`config.mk`:
```
export PLATFORM = sky130hd
export DESIGN_NAME = cbc_chopper
export DESIGN_NICKNAME = d
export VERILOG_FILES = /design/src/rtl/chop_pkg.sv /design/src/rtl/chop_sync.sv /design/src/rtl/chop_blank.sv /design/src/rtl/chop_latch.sv /design/src/rtl/cbc_chopper.sv
export SDC_FILE = /design/constraint.sdc
export NUM_CORES = 1
export LEC_CHECK = 0
export CAP_MARGIN = 5
export CORE_MARGIN = 1
export CORE_UTILIZATION = 50
export DETAILED_ROUTE_END_ITERATION = 8
export GPL_TIMING_DRIVEN = 0
export PLACE_DENSITY = 0.74
export SLEW_MARGIN = 0
export SYNTH_ARGS = -nofsm -noshare
export SYNTH_HDL_FRONTEND = slang
export SYNTH_SLANG_ARGS = --single-unit
```
`constraint.sdc`:
```
create_clock -name clk -period 1.7 [get_ports clk]
set_input_delay 0.425 -clock clk [delete_from_list [all_inputs] [get_ports clk]]
set_output_delay 0.425 -clock clk [all_outputs]
set_load 0.05 [all_outputs]
```
`src/rtl/chop_pkg.sv`:
```
package chop_pkg;

  typedef enum logic [1:0] {
    CMD_HIZ = 2'b00,
    CMD_REV = 2'b01,
    CMD_FWD = 2'b10,
    CMD_BRK = 2'b11
  } cmd_t;

  typedef struct packed {
    logic hs1;
    logic ls1;
    logic hs2;
    logic ls2;
  } gate_t;

  localparam gate_t GATES_OFF   = '{hs1: 1'b0, ls1: 1'b0, hs2: 1'b0, ls2: 1'b0};
  localparam gate_t GATES_BRAKE = '{hs1: 1'b0, ls1: 1'b1, hs2: 1'b0, ls2: 1'b1};

  function automatic gate_t decode_cmd(input cmd_t c);
    gate_t g;
    g = GATES_OFF;
    case (c)
      CMD_FWD: begin g.hs1 = 1'b1; g.ls2 = 1'b1; end
      CMD_REV: begin g.hs2 = 1'b1; g.ls1 = 1'b1; end
      CMD_BRK: g = GATES_BRAKE;
      default: g = GATES_OFF;
    endcase
    return g;
  endfunction

  function automatic logic is_drive(input cmd_t c);
    return (c == CMD_FWD) || (c == CMD_REV);
  endfunction

endpackage

```
`src/rtl/chop_sync.sv`:
```
module chop_sync #(
  parameter int STAGES = 2
) (
  input  logic           clk,
  input  logic           rst_n,
  input  logic [1:0]     raw_i,
  output chop_pkg::cmd_t cmd_o,
  output logic           edge_o
);
  import chop_pkg::*;

  logic [1:0] stage_q [STAGES];
  logic [1:0] last_q;

  genvar s;
  generate
    for (s = 0; s < STAGES; s++) begin : g_stage
      if (s == 0) begin : g_first
        always_ff @(posedge clk) begin
          if (!rst_n) stage_q[s] <= 2'b00;
          else        stage_q[s] <= raw_i;
        end
      end else begin : g_next
        always_ff @(posedge clk) begin
          if (!rst_n) stage_q[s] <= 2'b00;
          else        stage_q[s] <= stage_q[s-1];
        end
      end
    end
  endgenerate

  always_ff @(posedge clk) begin
    if (!rst_n) last_q <= 2'b00;
    else        last_q <= stage_q[STAGES-1];
  end

  assign cmd_o  = cmd_t'(stage_q[STAGES-1]);
  assign edge_o = (stage_q[STAGES-1] != last_q);

endmodule

```
`src/rtl/chop_blank.sv`:
```
module chop_blank #(
  parameter int BLANK_CYC = 32
) (
  input  logic clk,
  input  logic rst_n,
  input  logic edge_i,
  output logic active_o
);
  localparam int CW = (BLANK_CYC < 1) ? 1 : $clog2(BLANK_CYC + 1);
  localparam logic [CW-1:0] LOAD = CW'(BLANK_CYC);

  logic [CW-1:0] cnt_q;

  always_ff @(posedge clk) begin
    if (!rst_n)              cnt_q <= '0;
    else if (edge_i)         cnt_q <= LOAD;
    else if (cnt_q != '0)    cnt_q <= cnt_q - 1'b1;
  end

  assign active_o = edge_i || (cnt_q != '0);

endmodule

```
`src/rtl/chop_latch.sv`:
```
module chop_latch (
  input  logic           clk,
  input  logic           rst_n,
  input  chop_pkg::cmd_t cmd_i,
  input  logic           edge_i,
  input  logic           blank_i,
  input  logic           trip_i,
  output logic           drive_o,
  output logic           trip_ok_o,
  output chop_pkg::gate_t gates_o,
  output logic           chop_n_o
);
  import chop_pkg::*;

  logic  chop_q;
  logic  chop_d;
  gate_t gates_d;

  assign drive_o   = is_drive(cmd_i);
  assign trip_ok_o = trip_i && !blank_i;

  always_comb begin
    if (edge_i)                      chop_d = 1'b0;
    else if (trip_ok_o && drive_o)   chop_d = 1'b1;
    else                             chop_d = chop_q;
    gates_d = chop_d ? GATES_BRAKE : decode_cmd(cmd_i);
  end

  always_ff @(posedge clk) begin
    if (!rst_n) begin
      chop_q   <= 1'b0;
      gates_o  <= GATES_OFF;
      chop_n_o <= 1'b1;
    end else begin
      chop_q   <= chop_d;
      gates_o  <= gates_d;
      chop_n_o <= !chop_d;
    end
  end

endmodule

```
`src/rtl/cbc_chopper.sv`:
```
module cbc_chopper #(
  parameter int BLANK_CYC   = 32,
  parameter int SYNC_STAGES = 2
) (
  input  logic clk,
  input  logic rst_n,
  input  logic cmd_a_i,
  input  logic cmd_b_i,
  input  logic trip_i,
  output logic hs1_o,
  output logic ls1_o,
  output logic hs2_o,
  output logic ls2_o,
  output logic chop_n_o
);
  import chop_pkg::*;

  cmd_t  cmd_w;
  logic  edge_w;
  logic  blank_w;
  logic  drive_w;
  logic  trip_ok_w;
  gate_t gates_w;

  chop_sync #(.STAGES(SYNC_STAGES)) u_sync (
    .clk    (clk),
    .rst_n  (rst_n),
    .raw_i  ({cmd_a_i, cmd_b_i}),
    .cmd_o  (cmd_w),
    .edge_o (edge_w)
  );

  chop_blank #(.BLANK_CYC(BLANK_CYC)) u_blank (
    .clk      (clk),
    .rst_n    (rst_n),
    .edge_i   (edge_w),
    .active_o (blank_w)
  );

  chop_latch u_latch (
    .clk       (clk),
    .rst_n     (rst_n),
    .cmd_i     (cmd_w),
    .edge_i    (edge_w),
    .blank_i   (blank_w),
    .trip_i    (trip_i),
    .drive_o   (drive_w),
    .trip_ok_o (trip_ok_w),
    .gates_o   (gates_w),
    .chop_n_o  (chop_n_o)
  );

  assign hs1_o = gates_w.hs1;
  assign ls1_o = gates_w.ls1;
  assign hs2_o = gates_w.hs2;
  assign ls2_o = gates_w.ls2;

endmodule

```
; ---- Yosys cells after proc, flatten, opt, wreduce, memory -nomap -nowiden
; Memory sizes are Yosys's and may differ from the RTL's.
; Index checks and enable logic that the tools add are counted.
[totals]
mem_count = 1
ff_bits = 14
ramBits = 4
output_inout_bits = 5
[memory_table]
columns = memory, words, width, read_ports, rd_ports_with_merged_regs, wr, line_no
row1 = u_sync.stage_q, 2, 2, 2, 0, 2, chop_sync.sv:12  ; logic [1:0] stage_q [STAGES];
[classes]
add_sub_neg = 1
n_eq_ne = 4
n_reduce_logical = 11
muxes = 12
bitwise = 3
[ops]
columns = operator, n
row1 = 2-to-1 mux 6 bit, 2
row2 = 2-to-1 mux 1 bit, 6
row3 = nonzero test 6 bit, 1
row4 = OR reduction 2 bit, 3
row5 = "subtractor 6 x 1 -> 6 bit, second input constant", 1
row6 = "== test 2 bit, second input constant", 2
row7 = 2-to-1 mux 2 bit, 2
row8 = case mux 2 bit (2 select lines), 1
row9 = 2-to-1 mux 3 bit, 1
row10 = "== test 2 x 1 -> 1 bit, second input constant", 1
row11 = logical AND 1 bit, 2
row12 = zero test 1 bit, 2
row13 = logical OR 1 bit, 2
row14 = != test 2 bit, 1
row15 = bitwise OR 1 bit, 2
row16 = nonzero test 2 bit, 1
row17 = NOT 1 bit, 1

; ---- Longest topological paths before layout
; An unclocked memory read counts as a cell.
[logic_depth]
word_depth = 9
ltp_mapped = 5

; ---- By module
; Synthesis repeated with hierarchy kept, for this count alone.
[unflattened]
cells_unflattened = 79
area_unflattened_um2 = 768.2
[modules_own_cells]
columns = mod, n_inst, seq_area_each_um2, cells_per_inst, area_each_um2
row1 = chop_blank, 1, 120.1, 35, 309.0
row2 = chop_latch, 1, 120.1, 29, 279.0
row3 = chop_sync, 1, 120.1, 15, 180.2

; ---- Least setup slack after synthesis
; No wires, ideal clock.
[synth_timing]
kind = flip-flop to flip-flop
start = reg u_blank.cnt_q[0]
end = reg u_blank.cnt_q[5]
arrival_time_ns = 1.367
setup_slack_ns = 0.259
stages_incl_launch_ff = 4
setup_time_ns = 0.074
t_required_ns = 1.626
period_less_slack_ns = 1.441
path_cell_list = dfxtp_1 > or4_4 > or4_1 > a31oi_1
[synth_via]
elab_chain_cells = 3
word_cells_on_any_way = 5
[synth_rtl]
columns = element, line_no
row1 = "start, declared", chop_blank.sv:12  ; logic [CW-1:0] cnt_q;
row2 = "start signal, assigned", chop_blank.sv:17  ; else if (cnt_q != '0) cnt_q <= cnt_q - 1'b1;
row3 = subtractor 6 x 1 -> 6 bit, chop_blank.sv:17
row4 = 2-to-1 mux 6 bit, chop_blank.sv:17
row5 = 2-to-1 mux 6 bit, chop_blank.sv:16  ; else if (edge_i) cnt_q <= LOAD;
; Several ways; a longest one is shown, not always the timed one. The select of a mux whose other input is x is not followed.
; A chain may end at the register's enable or synchronous reset.

; ---- Final worst setup path
[layout_timing]
start = reg u_latch.gates_o[0] (netlist bit)
end = out ls2_o
[layout_rtl]
columns = element, line_no
row1 = "start, declared", chop_latch.sv:10  ; output chop_pkg::gate_t gates_o,
row2 = "start signal, assigned", chop_latch.sv:36  ; gates_o <= gates_d;
row3 = "end, declared", cbc_chopper.sv:13  ; output logic ls2_o,
; No word-level cell between the ends.

==> results.cfg <==
[status]
status = complete, no violations

[cts]
root_buffer = clkbuf_4
clkTransAtPathRegs_ns = 0.09
cts_sinks = 18
cts_buffers = 3
worstSkewPairLatency_ns = 0.28
cts_max_level = 1
clk_path_buf_depth = 2
tritoncts = done
post-cts-setup-buffers = 0

[finish]
fin_nets = 94
drive_gt1_share_pct = 7.32
fillers = 133
syn2layout_area_growth_pct = 17.2
antenna_cells = 0

[timing]
hold_viol = 0
setup_tns_ns = 0
holdWs_ns = 0.384
fin_crit_sh_pct = 90.5
setup_viol = 0
maxSlewHeadroom_pct = 65.2
fin_ws_ns = 0.162
worst_pin_slew_ns = 0.518
grt_setup_unrepaired = no
finalCriticalPeriod_ns = 1.54
skew_ns = 0.00208
drv_slew = 0
fmax_mhz = 650

[die]
row_count = 13
die-area_um2 = 1560
die_h_um = 39.5
die_w_um = 39.5
io_pins = 10
core_um2 = 1300
initial_core_util_pct = 54.1

[synthesis]
synthDistinctLibCells = 25
yosysWarnings = 0
synth_cells = 71
synthFlopType = dfxtp_1
synth-edff-count = 0
async_flop_share_pct = 0
synth.most_common_cell = dfxtp_1
synthTopCellsByCount = dfxtp_1 (18), inv_1 (6), and2_1 (5), ha_1 (5), o21ai_0 (5)
yosys.area.top_type = dfxtp_1
synthesis.nets = 81
avgSynthCellArea_um2 = 9.92
synth-seq-cells = 18
synth.top_cell.area_share_pct = 51.2
syn_area_um2 = 704
synth-seq-area-share_pct = 51.2
netlist_top_cells_area = dfxtp_1 (51%), ha_1 (8.9%), and2_1 (4.4%)

[hold_path]
hold_path_class = in -> reg

[pwr]
ir_drop_mv = 1.18
power.switching_mw = 0.445
power_frac_seq_pct = 45.5
clkPwrFrac_pct = 16.0
p_int_mw = 0.804
share_comb_of_total_power_pct = 38.5
p_leak_nw = 0.364
swShare_pct = 35.6
power_density_nw_per_um2 = 1510

[routing]
remaining_drc_errors = 0
drt-initial-drc-count = 12
finalWirelength_um = 1130
antenna_left = 0
dr.pass1.iters = 4
dr_total_vias = 515
viasPerCell = 5.31
post_drt_wl_per_cell_um = 11.7

[run]
max-cap-violations = 0

[global_route]
grt_pass1_wl_um = 1740
grt_pass1_vias = 422
overflow = 0
antenna_found_initial = 0
grt_use_total_pct = 17.2
grt_max_degree = 11

[placement]
dpl.hpwl_um = 826
io_buffers = 8
place.gp.congestion = 0.811
place_ws_ns = 0.0526

[setup_path]
cp_slowest_cell = dlygate4sd2_1
cp_max_fo = 1
path_delay_family = buffers and inverters
worstSetupPathType = reg -> out
cp_cell_sequence = dlygate4sd2_1
critPathBufInv = 1
crit_path_end_kind = output port
cp.required_ns = 1.27
arrival_ns = 1.11
startpoint_type = flop
cpPeakStageDelay_ns = 0.52
==> repair_timing <==
item,CTS,global route
gates cloned,0,0
endpoints found under the setup margin,5,8
resized for setup,5,1
hold buffers,0,0
==> state kept, by name, summed over array words and instances, names as in the netlist <==
register and flops:
u_latch.chop_q 1, u_latch.chop_n_o 1, u_latch.gates_o 4, u_sync.stage_q 4
u_sync.last_q 2, u_blank.cnt_q 6
==> logic make-up after synthesis <==
kind of cell / count (synthesis) / share of synthesized area, %
compound gates: 15 / 13.5
buf+inv: 8 / 4.44
xor+xnor: 4 / 4.97
simple gates: 21 / 17.1
fa+ha+maj: 5 / 8.88
flops: 18 / 51.2
==> per-layer routing <==
layer	GRT usage, %	vias up	part of all wire [%]
met5	0	-	0
met1	20.8	231	49
met4	12.9	0	1.5
li1	-	268	-
met3	3.41	2	3.8
met2	26.2	14	46
==> metrics by stage <==
| step | total power, mW | std cells | instance area [um2] | util [%] |
|---|---|---|---|---|
| floorplan | 0.940 | 71 | 704 | - |
| finish | 1.25 | 97 | 826 | 63.5 |
| detailed placement | 1.04 | 94 | 803 | 61.7 |
| CTS | 1.24 | 97 | 820 | 63.0 |
| global placement | 1.02 | 94 | 803 | 61.7 |
| global route | 1.34 | 97 | 826 | 63.5 |
==> power by group through the flow <==
stage	clock network, mW	logic (mW)	registers (mW)
after global placement	0	0.452	0.569
after CTS	0.212	0.472	0.560
after global routing	0.224	0.536	0.579
after detailed placement	0	0.470	0.569
after floorplan	0	0.356	0.583
final	0.200	0.482	0.568
==> cell usage in the layout (no fill, tap or decap), drive strengths merged <==
master,instances
ha,5
nor2,4
a41o,1
and2,5
o21ai,5
clkdlybuf4s50,3
a21oi,3
clkbuf,4
a41oi,1
dfxtp,18
o31ai,1
or3,1
dlygate4sd2,5
nor4,1
a21boi,1
xor2,2
a31oi,1
a211oi,2
nor3,2
or4,2
xnor2,2
nand3,2
buf,1
nor3b,2
nand2,2
inv,6
==> final timing paths <==
check | start | endpoint | slack (ns) | cells past startpoint
setup / recovery | u_latch.gates_o[0] | ls2_o | 0.16 | 1
hold / removal | rst_n | u_latch.chop_n_o | 0.38 | 2
setup reg to reg | u_blank.cnt_q[0] | u_blank.cnt_q[5] | 0.20 | 3
hold reg to reg | u_sync.stage_q[0][0] | u_sync.stage_q[1][0] | 0.44 | 1
==> final cells by class <==
cell class / instances / area [um2] / area share [%]
Buffer: 2 / 8.76 / 1.06
Clock buffer: 3 / 22.5 / 2.73
Inverter: 6 / 22.5 / 2.73
Multi-Input combinational cell: 45 / 319 / 38.6
Sequential cell: 18 / 360 / 43.6
Tap cell: 15 / 18.8 / 2.27
Timing Repair Buffer: 8 / 73.8 / 8.94
Note: power is estimated with default switching activity, not from simulation.
